## src/rtl/qpc_pkg.sv

```systemverilog
package qpc_pkg;
  localparam logic [7:0] A_DFLT_LVL = 8'h20;
  localparam logic [7:0] A_DFLT_TYP = 8'h21;
  localparam logic [7:0] A_WORK_LVL = 8'h28;
  localparam logic [7:0] A_WORK_TYP = 8'h29;
  localparam logic [7:0] A_ACCESS   = 8'h2C;

  typedef enum logic [2:0] {
    SEL_DLVL, SEL_DTYP, SEL_WLVL, SEL_WTYP, SEL_ACC, SEL_NONE
  } qpc_sel_e;

  function automatic qpc_sel_e f_decode(input logic [7:0] a);
    case (a)
      A_DFLT_LVL: f_decode = SEL_DLVL;
      A_DFLT_TYP: f_decode = SEL_DTYP;
      A_WORK_LVL: f_decode = SEL_WLVL;
      A_WORK_TYP: f_decode = SEL_WTYP;
      A_ACCESS:   f_decode = SEL_ACC;
      default:    f_decode = SEL_NONE;
    endcase
  endfunction

  // output enable of one pin: inputs float, open-drain releases a high
  function automatic logic f_pin_oe(input logic is_in, input logic is_od,
                                    input logic lvl);
    if (is_in)      f_pin_oe = 1'b0;
    else if (is_od) f_pin_oe = ~lvl;
    else            f_pin_oe = 1'b1;
  endfunction

  // driven value of one pin: only push-pull outputs drive a level
  function automatic logic f_pin_o(input logic is_in, input logic is_od,
                                   input logic lvl);
    f_pin_o = (!is_in && !is_od) ? lvl : 1'b0;
  endfunction

  // value seen by a read of the access register
  function automatic logic f_pin_rd(input logic is_in, input logic lvl,
                                    input logic inv, input logic ext);
    f_pin_rd = (is_in ? ext : lvl) ^ inv;
  endfunction
endpackage

```

## src/rtl/qpc_regs.sv

```systemverilog
module qpc_regs import qpc_pkg::*; #(
  parameter int NPIN = 4,
  parameter logic [2*NPIN-1:0] FACT_LVL = 8'h1F,
  parameter logic [2*NPIN-1:0] FACT_TYP = 8'hF0
) (
  input  logic            clk,
  input  logic            pwr_on_n,
  input  logic            rst_n,
  input  logic            we,
  input  qpc_sel_e        sel,
  input  logic [2*NPIN-1:0] wdata,
  output logic [2*NPIN-1:0] nv_lvl,
  output logic [2*NPIN-1:0] nv_typ,
  output logic [NPIN-1:0] lvl_q,
  output logic [NPIN-1:0] dir_q,
  output logic [NPIN-1:0] inv_q,
  output logic [NPIN-1:0] od_q
);
  localparam int DW = 2 * NPIN;

  logic wr_ok;
  logic wr_dlvl, wr_dtyp, wr_wlvl, wr_wtyp, wr_acc;

  assign wr_ok   = we && rst_n;
  assign wr_dlvl = wr_ok && (sel == SEL_DLVL);
  assign wr_dtyp = wr_ok && (sel == SEL_DTYP);
  assign wr_wlvl = wr_ok && (sel == SEL_WLVL);
  assign wr_wtyp = wr_ok && (sel == SEL_WTYP);
  assign wr_acc  = wr_ok && (sel == SEL_ACC);

  // stored default bytes: only the power-on event restores factory values
  always_ff @(posedge clk or negedge pwr_on_n) begin
    if (!pwr_on_n) begin
      nv_lvl <= FACT_LVL;
      nv_typ <= FACT_TYP;
    end else begin
      if (wr_dlvl) nv_lvl <= wdata;
      if (wr_dtyp) nv_typ <= wdata;
    end
  end

  // working settings: factory on power-on, stored bytes during reset
  always_ff @(posedge clk or negedge pwr_on_n) begin
    if (!pwr_on_n) begin
      {dir_q, lvl_q} <= FACT_LVL;
      {od_q, inv_q}  <= FACT_TYP;
    end else if (!rst_n) begin
      {dir_q, lvl_q} <= nv_lvl;
      {od_q, inv_q}  <= nv_typ;
    end else begin
      if (wr_wlvl) {dir_q, lvl_q} <= wdata;
      if (wr_wtyp) {od_q, inv_q}  <= wdata;
      if (wr_acc)  lvl_q          <= wdata[NPIN-1:0];
    end
  end

  logic [DW-1:0] unused_chk;
  assign unused_chk = '0;
endmodule

```

## src/rtl/qpc_sync.sv

```systemverilog
module qpc_sync #(
  parameter int NPIN   = 4,
  parameter int STAGES = 2
) (
  input  logic            clk,
  input  logic            pwr_on_n,
  input  logic [NPIN-1:0] d,
  output logic [NPIN-1:0] q
);
  logic [NPIN-1:0] stg [STAGES];

  generate
    for (genvar s = 0; s < STAGES; s++) begin : g_stage
      always_ff @(posedge clk or negedge pwr_on_n) begin
        if (!pwr_on_n) stg[s] <= '0;
        else if (s == 0) stg[s] <= d;
        else stg[s] <= stg[(s == 0) ? 0 : s-1];
      end
    end
  endgenerate

  assign q = stg[STAGES-1];
endmodule

```

## src/rtl/qpc_pad.sv

```systemverilog
module qpc_pad import qpc_pkg::*; #(
  parameter int NPIN = 4
) (
  input  logic [NPIN-1:0] dir_q,
  input  logic [NPIN-1:0] od_q,
  input  logic [NPIN-1:0] lvl_q,
  input  logic [NPIN-1:0] inv_q,
  input  logic [NPIN-1:0] ext_s,
  output logic [NPIN-1:0] pin_o,
  output logic [NPIN-1:0] pin_oe,
  output logic [NPIN-1:0] rd_val
);
  generate
    for (genvar i = 0; i < NPIN; i++) begin : g_pin
      assign pin_oe[i] = f_pin_oe(dir_q[i], od_q[i], lvl_q[i]);
      assign pin_o[i]  = f_pin_o(dir_q[i], od_q[i], lvl_q[i]);
      assign rd_val[i] = f_pin_rd(dir_q[i], lvl_q[i], inv_q[i], ext_s[i]);
    end
  endgenerate
endmodule

```

## src/rtl/qpc_top.sv

```systemverilog
module qpc_top import qpc_pkg::*; #(
  parameter int NPIN = 4,
  parameter int SYNC_STAGES = 2,
  parameter logic [2*NPIN-1:0] FACT_LVL = 8'h1F,
  parameter logic [2*NPIN-1:0] FACT_TYP = 8'hF0
) (
  input  logic            clk,
  input  logic            pwr_on_n,
  input  logic            rst_n,
  input  logic [7:0]      bus_addr,
  input  logic [2*NPIN-1:0] bus_wdata,
  input  logic            bus_we,
  output logic [2*NPIN-1:0] bus_rdata,
  input  logic [NPIN-1:0] pin_i,
  output logic [NPIN-1:0] pin_o,
  output logic [NPIN-1:0] pin_oe
);
  localparam int DW = 2 * NPIN;

  qpc_sel_e        sel;
  logic [DW-1:0]   nv_lvl, nv_typ;
  logic [NPIN-1:0] lvl_q, dir_q, inv_q, od_q;
  logic [NPIN-1:0] ext_s, rd_val;

  assign sel = f_decode(bus_addr);

  qpc_regs #(.NPIN(NPIN), .FACT_LVL(FACT_LVL), .FACT_TYP(FACT_TYP)) u_regs (
    .clk(clk), .pwr_on_n(pwr_on_n), .rst_n(rst_n), .we(bus_we), .sel(sel),
    .wdata(bus_wdata), .nv_lvl(nv_lvl), .nv_typ(nv_typ),
    .lvl_q(lvl_q), .dir_q(dir_q), .inv_q(inv_q), .od_q(od_q)
  );

  qpc_sync #(.NPIN(NPIN), .STAGES(SYNC_STAGES)) u_sync (
    .clk(clk), .pwr_on_n(pwr_on_n), .d(pin_i), .q(ext_s)
  );

  qpc_pad #(.NPIN(NPIN)) u_pad (
    .dir_q(dir_q), .od_q(od_q), .lvl_q(lvl_q), .inv_q(inv_q),
    .ext_s(ext_s), .pin_o(pin_o), .pin_oe(pin_oe), .rd_val(rd_val)
  );

  always_comb begin
    case (sel)
      SEL_DLVL: bus_rdata = nv_lvl;
      SEL_DTYP: bus_rdata = nv_typ;
      SEL_WLVL: bus_rdata = {dir_q, lvl_q};
      SEL_WTYP: bus_rdata = {od_q, inv_q};
      SEL_ACC:  bus_rdata = {lvl_q, rd_val};
      default:  bus_rdata = '1;
    endcase
  end
endmodule

```

## config.mk

```make
export PLATFORM = sky130hd
export DESIGN_NAME = qpc_top
export DESIGN_NICKNAME = d
export VERILOG_FILES = /design/src/rtl/qpc_pkg.sv /design/src/rtl/qpc_regs.sv /design/src/rtl/qpc_sync.sv /design/src/rtl/qpc_pad.sv /design/src/rtl/qpc_top.sv
export SDC_FILE = /design/constraint.sdc
export NUM_CORES = 1
export LEC_CHECK = 0
export ABC_AREA = 1
export BUFFER_PORTS_ARGS = -buffer_cell sky130_fd_sc_hd__buf_4
export CORE_UTILIZATION = 55
export CTS_CLUSTER_SIZE = 12
export DETAILED_ROUTE_END_ITERATION = 10
export PLACE_DENSITY = 0.77
export SLEW_MARGIN = 20
export SYNTH_ARGS = -nofsm -noshare
export SYNTH_HDL_FRONTEND = slang
export SYNTH_SLANG_ARGS = --single-unit
```

## constraint.sdc

```tcl
create_clock -name clk -period 2.1 [get_ports clk]
set_input_delay 0.315 -clock clk [delete_from_list [all_inputs] [get_ports clk]]
set_output_delay 0.315 -clock clk [all_outputs]
set_load 0.02 [all_outputs]
```

==> impl_summary.log, run 1 <==
INFO  metric final_cell_mix = 121 x sky130_fd_sc_hd__nand2_1, 48 x sky130_fd_sc_hd__nand3_1, 41 x sky130_fd_sc_hd__buf_4, 36 x sky130_fd_sc_hd__inv_1, 26 x sky130_fd_sc_hd__nor2_1
INFO  metric cts_setup_buffers = 0
INFO  metric drc = 0
INFO  metric p_sw = 0.000483 W
INFO  metric power_frac_seq = between 50% and 60%
INFO  metric post_route_cells_drive_above_1_share = about 26%
INFO  metric first_global_vias = about 2,000
INFO  metric syn_inst = between 300 and 400
INFO  metric power.density_cell_area = slightly below 600 nW/µm²
INFO  metric area_growth = 17.3%
INFO  metric crit_path_start = u_regs.dir_q[0]$_DFFE_PN1P_
INFO  metric outcome = finished, final reports clean
INFO  metric setup_viol = 0
INFO  metric max_clock_freq = around 520 MHz
INFO  metric path_max_fanout = 3
INFO  metric ctsLongestPathBuffers = 2
INFO  metric total_global_routing_overflow = 0
INFO  metric pwr-share-clk = between 30% and 40%
INFO  metric global_route.usage.total = between 20% and 30%
INFO  metric timing.final.crit_period = 1.93 ns
INFO  metric syn_nets = 360
INFO  metric first_iter_violations = 214
INFO  metric critical_path.cell_chain = inv_1 -> nand2_1 -> nand2_1 -> nand2_1 -> nand2_1 -> nand2_1 -> nand2_1 -> nor2_1 -> nand3_1 -> buf_4
INFO  metric antenna_left = 0
INFO  metric mostFrequentLayoutCell = sky130_fd_sc_hd__nand2_1
INFO  metric port-buffer-count = 39
INFO  metric clock_sinks = 40
INFO  metric ctsResizeCount = 0
INFO  metric layout.nets = about 400
INFO  metric vias = approximately 2,200
INFO  metric end_kind = output pin
INFO  metric setup_slack_at_placement = 0.259 ns
INFO  metric synth-seq-area-share = ~42%
INFO  metric holdCritStartpoint = pin_i[2]
INFO  metric netlist_top_cells_area = sky130_fd_sc_hd__dfrtp_1 23%, sky130_fd_sc_hd__dfstp_2 20%, sky130_fd_sc_hd__nand2_1 19%
INFO  metric vias_per_cell = 5.22
INFO  metric yosysWarnings = 0
INFO  metric critical_path.most_common_cell = sky130_fd_sc_hd__nand2_1
INFO  metric crit_type = register to output pin
INFO  metric std_cell_rows = 23
INFO  metric report.final.slew_viol_count = 0
INFO  metric floorplan.initialDensity = 58.5%
INFO  metric finalClockSkew = between 0.01 and 0.015 ns
INFO  metric final_min_period_over_clock_period = about nine tenths
INFO  metric tritoncts_clock_tree = done
INFO  metric fin_ws = between 0.15 and 0.2 ns
INFO  metric pin_count_of_the_biggest_net_entering_global_routing = a little over 40
INFO  metric hold_class = primary input to register
INFO  metric tightestPinTransition = ~0.5 ns
INFO  metric cap_viol_max_count = 0
INFO  metric synth.lib_cells_used.distinct = 23
INFO  metric clock_latency = around 0.3 ns
INFO  metric detail_route.first_pass.iterations = 4
INFO  metric power.leakage = ~1.5 nW
INFO  metric die_width = between 60 and 70 µm
INFO  metric routabilityCongestion = about 1.0
INFO  metric grt_first_pass_wirelength = about 9500 µm
INFO  metric timing.max_slew.rel_slack = between 60% and 70%
INFO  metric htree_num_levels = 2
INFO  metric worst_setup_hold_path_clk_slew = roughly 0.08 ns
INFO  metric cp_slowest_stage_delay = between 0.5 and 0.6 ns
INFO  metric cp_data_required_time = around 1.8 ns
INFO  metric power.internal = between 0.001 and 0.0015 W
INFO  metric cell_taking_the_most_area_after_synthesis = sky130_fd_sc_hd__dfrtp_1
INFO  metric switching_share = slightly below 30%
INFO  metric fp.dieArea = around 4600 µm²
INFO  metric power.combinational.fraction = about 17%
INFO  metric synth_top_area_share = a little under a quarter
INFO  metric setup-tns-final = 0 ns
INFO  metric ctsHoldBuffers = 1
INFO  metric dp_hpwl = roughly 4400 µm
INFO  metric vdd_drop_max = between 500 and 600 µV
INFO  metric antenna-diode-count = 0
INFO  metric root_buffer = sky130_fd_sc_hd__clkbuf_8
INFO  metric numCtsBuffers = 5
INFO  metric ys_seq_elements = 40
INFO  metric post_drt_wl_per_cell = 13.4 µm
INFO  metric startpoint_type = register
INFO  metric syn_area_per_cell = 7.17 µm²
INFO  metric die_height = ~70 µm
INFO  metric core_region_area = between 4000 and 5000 µm²
INFO  metric post_synthesis_cell_area = ~2400 µm²
INFO  metric worst_path_max_delay_cell = sky130_fd_sc_hd__dfstp_2
INFO  metric design.portCount = 40
INFO  metric cp.arrival = ~1.6 ns
INFO  metric final_hold_viol_count = 0
INFO  metric grt_setup_unrepaired = no
INFO  metric wirelength = approximately 5700 µm
INFO  metric grt_antenna_before_repair = 0
INFO  metric crit-reg2reg-launch = u_regs.nv_typ[4]$_DFFE_PN1P_
[per-stage QoR]
| stage | area [µm²] | instances | power, W | hold slack, ns | utilization, % |
|---|---|---|---|---|---|
| global placement | 2730 | 420 | 0.00116 | 0.310 | 66.3 |
| CTS | 2830 | 429 | 0.00166 | 0.120 | 68.7 |
| floorplan | 2410 | 336 | 0.00104 | 0.0194 | - |
| finish | 2830 | 429 | 0.00165 | 0.116 | 68.7 |
| global route | 2830 | 429 | 0.00173 | 0.111 | 68.7 |
| detailed placement | 2730 | 420 | 0.00116 | 0.313 | 66.3 |
[layer usage]
metal / wire length [µm] / vias to the layer above / global-route usage [%]
li1: - / 1146 / -
met1: 2540 / 988 / 40.6
met2: 2610 / 94 / 41.1
met3: 475 / 12 / 5.50
met4: 110 / 0 / 10.4
met5: 0 / - / 0
[sequential cells by signal (all words and copies together), names as in the netlist]
signal	flops
u_sync.q	4
u_regs.dir_q	4
u_regs.od_q	4
u_regs.nv_typ	8
u_regs.nv_lvl	8
u_regs.inv_q	4
u_sync.stg	4
u_regs.lvl_q	4
[worst max-delay path: cells and delay by family, from the launching register on]
family | cells | cell delay [ns]
buf+inv | 2 | 0.23
flops | 1 | 0.55
simple gates | 8 | 0.55
[worst paths after layout]
check / endpoint / cells after the start / slack [ns]
max: bus_rdata[0] / 10 / 0.17
min: u_sync.stg[6]$_DFF_PN0_ / 1 / 0.12
max reg2reg: u_regs.od_q[0]$_DFFE_PN1P_ / 4 / 1.12
min reg2reg: u_sync.q[3]$_DFF_PN0_ / 0 / 0.35
max in group asynchronous: u_regs.od_q[0]$_DFFE_PN1P_ / 2 / 1.20
min in group asynchronous: u_sync.stg[5]$_DFF_PN0_ / 2 / 0.52
[cell usage after synthesis]
cell type,number
sky130_fd_sc_hd__nand2_1,121
sky130_fd_sc_hd__nand3_1,48
sky130_fd_sc_hd__inv_1,36
sky130_fd_sc_hd__nor2_1,26
sky130_fd_sc_hd__dfrtp_1,22
sky130_fd_sc_hd__dfstp_2,18
sky130_fd_sc_hd__o21ai_0,13
sky130_fd_sc_hd__o21ai_2,10
sky130_fd_sc_hd__a21oi_1,8
sky130_fd_sc_hd__o21ai_1,6
sky130_fd_sc_hd__inv_2,5
sky130_fd_sc_hd__nand2_2,5
sky130_fd_sc_hd__buf_2,3
sky130_fd_sc_hd__nand2_4,3
sky130_fd_sc_hd__buf_6,2
sky130_fd_sc_hd__nand3_2,2
sky130_fd_sc_hd__nor2_4,2
sky130_fd_sc_hd__buf_4,1
sky130_fd_sc_hd__clkbuf_1,1
sky130_fd_sc_hd__nand3_4,1
sky130_fd_sc_hd__nor2_2,1
sky130_fd_sc_hd__nor2_8,1
sky130_fd_sc_hd__nor3_4,1
[cell type report]
| cell class | count | area [µm²] |
|---|---|---|
| clock buffer | 6 | 72.6 |
| clock inverter | 2 | 12.5 |
| fill | 365 | 1290 |
| inverter | 41 | 154 |
| multi-input combinational | 248 | 1180 |
| sequential | 40 | 1020 |
| tap | 50 | 62.6 |
| timing repair buffer | 42 | 318 |
[logic make-up after synthesis]
| group | synth area share, % |
|---|---|
| and+or+nand+nor | 39.8 |
| buffers and inverters | 8.42 |
| DFF | 42.5 |
| AOI/OAI and AO/OA | 9.25 |
[power groups by stage]
stage	clock [W]	combinational, W	sequential (W)
finish	0.000503	0.000273	0.000879
global route	0.000536	0.000309	0.000886
CTS	0.000506	0.000274	0.000879
detailed placement	0	0.000271	0.000892
global placement	0	0.000265	0.000890
floorplan	0	0.000162	0.000876
Power figures use the tool's default switching activity.
==> run 2: changes to the inputs <==
- ABC_AREA: 1 -> not set
- PLACE_DENSITY: 0.77 -> 0.78
==> run 2 against run 1 <==
Compared with the run above:
- routed wire length down 5.3%
- worst hold slack better by 0.0055 ns
- synthesized area down 11%
- largest power group unchanged
- combinational power down 7.3%
- largest cell class unchanged
- total power up 6.4%
- core utilization up 5.3 points
- sequential power down 2.4%
- critical path depth down 6
==> impl_summary.log, run 2 <==
INFO  metric synth.lib_cells_used.distinct = 38 (was 23)
INFO  metric htree_num_levels = 2 (unchanged)
INFO  metric startpoint_type = register (unchanged)
INFO  metric port-buffer-count = 39 (unchanged)
INFO  metric worst_setup_hold_path_clk_slew = 0.07 ns (was 0.08 ns)
INFO  metric primary_ff_master_synth = sky130_fd_sc_hd__dfrtp_1 (unchanged)
INFO  metric floorplan.initialDensity = 57.9% (was 58.5%)
INFO  metric cpLargestDelayFamily = simple AND/OR/NAND/NOR gates (was flip-flops)
INFO  metric crit_type = register to output pin (unchanged)
INFO  metric layout.nets = 273 (was 402)
INFO  metric asyncSetResetFlopFracSynth = 100% (unchanged)
INFO  metric tightestPinTransition = 0.497 ns (was 0.492 ns)
INFO  metric power.density_cell_area = 646 nW/µm² (was 586 nW/µm²)
INFO  metric ys_seq_elements = 40 (unchanged)
INFO  metric drc = 0 (unchanged)
INFO  metric routabilityCongestion = 0.911 (was 0.998)
INFO  metric vdd_drop_max = 499 µV (was 593 µV)
INFO  metric crit_buf_inv = 1 (was 2)
INFO  metric report.power.total = 0.00176 W (was 0.00165 W)
INFO  metric grt_antenna_before_repair = 0 (unchanged)
INFO  metric die_height = 64.3 µm (was 68.2 µm)
INFO  metric worstHoldPathCells = 1 (unchanged)
INFO  metric fp.dieArea = 4140 µm² (was 4650 µm²)
INFO  metric number_of_flops_mapped_to_enable_cells_by_yosys = 0 (unchanged)
INFO  metric mostFrequentLayoutCell = sky130_fd_sc_hd__buf_4 (was sky130_fd_sc_hd__nand2_1)
INFO  metric vias_per_cell = 6.11 (was 5.22)
INFO  metric setup_slack_at_placement = 0.0648 ns (was 0.259 ns)
INFO  metric final_min_period_over_clock_period = 97.7% (was 91.8%)
INFO  metric tritoncts_clock_tree = done (unchanged)
INFO  metric dpl-instance-area = 2540 µm² (was 2730 µm²)
INFO  metric cap_viol_max_count = 0 (unchanged)
INFO  metric pin_count_of_the_biggest_net_entering_global_routing = 41 (unchanged)
INFO  metric final_cell_mix = 53 x sky130_fd_sc_hd__buf_4, 26 x sky130_fd_sc_hd__a21oi_1, 20 x sky130_fd_sc_hd__dfrtp_1, 19 x sky130_fd_sc_hd__mux2_2, 19 x sky130_fd_sc_hd__nor2_1 (was 121 x sky130_fd_sc_hd__nand2_1, 48 x sky130_fd_sc_hd__nand3_1, 41 x sky130_fd_sc_hd__buf_4, 36 x sky130_fd_sc_hd__inv_1, 26 x sky130_fd_sc_hd__nor2_1)
INFO  metric ctsLongestPathBuffers = 2 (unchanged)
INFO  metric clock_sinks = 40 (unchanged)
INFO  metric antenna_left = 0 (unchanged)
INFO  metric numCtsBuffers = 5 (unchanged)
INFO  metric wirelength = 5430 µm (was 5730 µm)
INFO  metric path_max_fanout = 3 (unchanged)
INFO  metric global_route.usage.total = 30.0% (was 28.0%)
INFO  metric post_route_cells_drive_above_1_share = 45.6% (was 25.6%)
INFO  metric outcome = finished, final reports clean (unchanged)
INFO  metric worst_path_max_delay_cell = sky130_fd_sc_hd__or4b_4 (was sky130_fd_sc_hd__dfstp_2)
INFO  metric finalClockSkew = 0.00463 ns (was 0.0111 ns)
INFO  metric max_clock_freq = 487 MHz (was 519 MHz)
INFO  metric post_synthesis_cell_area = 2140 µm² (was 2410 µm²)
INFO  metric synth_top_area_share = 25.8% (was 22.9%)
INFO  metric design.portCount = 40 (unchanged)
INFO  metric report.final.slew_viol_count = 0 (unchanged)
INFO  metric area_growth = 27.6% (was 17.3%)
INFO  metric first_global_vias = 1,847 (was 2,040)
INFO  metric power.leakage = 1.25 nW (was 1.46 nW)
INFO  metric die_width = 64.3 µm (was 68.2 µm)
INFO  metric post_drt_wl_per_cell = 18.2 µm (was 13.4 µm)
INFO  metric timing.final.crit_period = 2.05 ns (was 1.93 ns)
INFO  metric core_region_area = 3690 µm² (was 4120 µm²)
INFO  metric vias = 1,821 (was 2,240)
INFO  metric grt_setup_unrepaired = yes (was no)
INFO  metric r2r.worst_path.cells = 3 (was 4)
INFO  metric timing.max_slew.rel_slack = 66.9% (was 67.2%)
INFO  metric antenna-diode-count = 0 (unchanged)
INFO  metric hold_class = primary input to register (unchanged)
INFO  metric cell_taking_the_most_area_after_synthesis = sky130_fd_sc_hd__dfrtp_1 (unchanged)
INFO  metric std_cell_rows = 22 (was 23)
INFO  metric netlist_top_cells_area = sky130_fd_sc_hd__dfrtp_1 26%, sky130_fd_sc_hd__dfstp_2 22%, sky130_fd_sc_hd__mux2_2 10% (was sky130_fd_sc_hd__dfrtp_1 23%, sky130_fd_sc_hd__dfstp_2 20%, sky130_fd_sc_hd__nand2_1 19%)
INFO  metric top_regs = u_regs.nv_lvl (8), u_regs.nv_typ (8) (unchanged)
INFO  metric grt_first_pass_wirelength = 9090 µm (was 9470 µm)
INFO  metric most_frequently_used_cell_type_in_the_post_synthesis_netlist = sky130_fd_sc_hd__a21oi_1 (was sky130_fd_sc_hd__nand2_1)
INFO  metric setup_viol = 0 (unchanged)
INFO  metric critical_path.cell_chain = mux2i_2 -> nor3b_1 -> or4b_4 -> buf_6 (was inv_1 -> nand2_1 -> nand2_1 -> nand2_1 -> nand2_1 -> nand2_1 -> nand2_1 -> nor2_1 -> nand3_1 -> buf_4)
INFO  metric syn_inst = 197 (was 336)
INFO  metric detail_route.first_pass.iterations = 5 (was 4)
INFO  metric layout.cell_area.non_filler = 2730 µm² (was 2830 µm²)
INFO  metric final_hold_viol_count = 0 (unchanged)
INFO  metric setup-tns-final = 0 ns (unchanged)
INFO  metric synth-seq-area-share = 47.9% (was 42.5%)
INFO  metric syn_nets = 221 (was 360)
INFO  metric clock_latency = 0.29 ns (was 0.30 ns)
INFO  metric cp_data_required_time = 1.78 ns (about the same)
INFO  metric synth.cells.most_frequent = 26 x sky130_fd_sc_hd__a21oi_1, 22 x sky130_fd_sc_hd__dfrtp_1, 20 x sky130_fd_sc_hd__mux2i_1, 19 x sky130_fd_sc_hd__mux2_2, 19 x sky130_fd_sc_hd__nor2_1 (was 121 x sky130_fd_sc_hd__nand2_1, 48 x sky130_fd_sc_hd__nand3_1, 36 x sky130_fd_sc_hd__inv_1, 26 x sky130_fd_sc_hd__nor2_1, 22 x sky130_fd_sc_hd__dfrtp_1)
INFO  metric total_global_routing_overflow = 0 (unchanged)
INFO  metric syn_area_per_cell = 10.8 µm² (was 7.17 µm²)
INFO  metric first_iter_violations = 121 (was 214)
INFO  metric end_kind = output pin (unchanged)
INFO  metric yosysWarnings = 0 (unchanged)
INFO  metric dp_hpwl = 3880 µm (was 4410 µm)
INFO  metric fin_ws = 0.0478 ns (was 0.172 ns)
INFO  metric root_buffer = sky130_fd_sc_hd__clkbuf_8 (unchanged)
INFO  metric cp.arrival = 1.74 ns (was 1.61 ns)
INFO  metric cp_num_cells = 4 (was 10)
INFO  metric cp_slowest_stage_delay = 0.54 ns (was 0.55 ns)
## run 2: cell types whose count changed in the layout (fill, tap and decap cells not counted), moves of 8 or more
| cell | delta |
|---|---|
| sky130_fd_sc_hd__mux2_2 | +19 |
| sky130_fd_sc_hd__a21oi_1 | +18 |
| sky130_fd_sc_hd__o21ai_2 | -10 |
| sky130_fd_sc_hd__inv_1 | -35 |
| sky130_fd_sc_hd__buf_4 | +12 |
| sky130_fd_sc_hd__mux2i_1 | +18 |
| sky130_fd_sc_hd__nand2_1 | -116 |
| sky130_fd_sc_hd__o21ai_0 | -8 |
| sky130_fd_sc_hd__nand3_1 | -45 |
## run 2: metrics by stage
| stage | cells | util [%] | hold slack, ns |
|---|---|---|---|
| floorplan | 197 | - | 0.0194 |
| global placement | 286 | 69.0 | 0.298 |
| detailed placement | 286 | 69.0 | 0.311 |
| CTS | 297 | 73.1 | 0.111 |
| global route | 298 | 73.9 | 0.104 |
| finish | 298 | 73.9 | 0.121 |
## run 2: final cells by class
cell class / instances / area [µm²]
multi-input cells: 145 / 1080
flip-flops and latches: 40 / 1030
fillers: 264 / 962
repair buffers: 56 / 430
clock buffers: 6 / 82.6
well taps: 48 / 60.1
clock inverters: 2 / 38.8
inverters: 1 / 3.75
## run 2: final timing paths
check | start | to | slack [ns]
setup / recovery | u_regs.dir_q[3]$_DFFE_PN0P_ | bus_rdata[3] | 0.05
hold / removal | pin_i[3] | u_sync.stg[7]$_DFF_PN0_ | 0.12
setup reg to reg | u_regs.lvl_q[2]$_DFFE_PN1P_ | u_regs.lvl_q[2]$_DFFE_PN1P_ | 1.09
hold reg to reg | u_sync.stg[4]$_DFF_PN0_ | u_sync.q[0]$_DFF_PN0_ | 0.35
max in group asynchronous | pwr_on_n | u_regs.od_q[0]$_DFFE_PN1P_ | 1.20
min in group asynchronous | pwr_on_n | u_regs.inv_q[0]$_DFFE_PN0P_ | 0.52
## run 2: per-layer routing
metal  track usage [%]  share of wire, %  wire length (µm)
met5                 0                 0                 0
met4              10.0               1.9               101
met3              8.04               8.0               433
met2              48.0                48              2590
met1              39.2                42              2300
## run 2: power breakdown
group / internal [W] / switching, W / leakage, nW
combinational: 0.000119 / 0.000134 / 0.724
sequential: 0.000822 / 0.0000361 / 0.463
clock: 0.000388 / 0.000262 / 0.0614
## run 2: timing repair
item | in CTS | in global routing
hold buffers | 1 | 0
setup buffers | 2 | 1
gates resized for setup | 2 | 8
hold endpoints to repair | 21 | 0
pin swaps | 0 | 4
cloned | 0 | 0
endpoints found under the setup margin | 2 | 3
## run 2: cell families after synthesis
kind of cell	after synthesis	share of synthesized area, %
xor gates and xnor gates	1	0.410
and+or+nand+nor	54	15.5
AOI/OAI and AO/OA	51	14.6
muxes	39	19.4
buffers and inverters	12	2.17
DFF	40	47.9
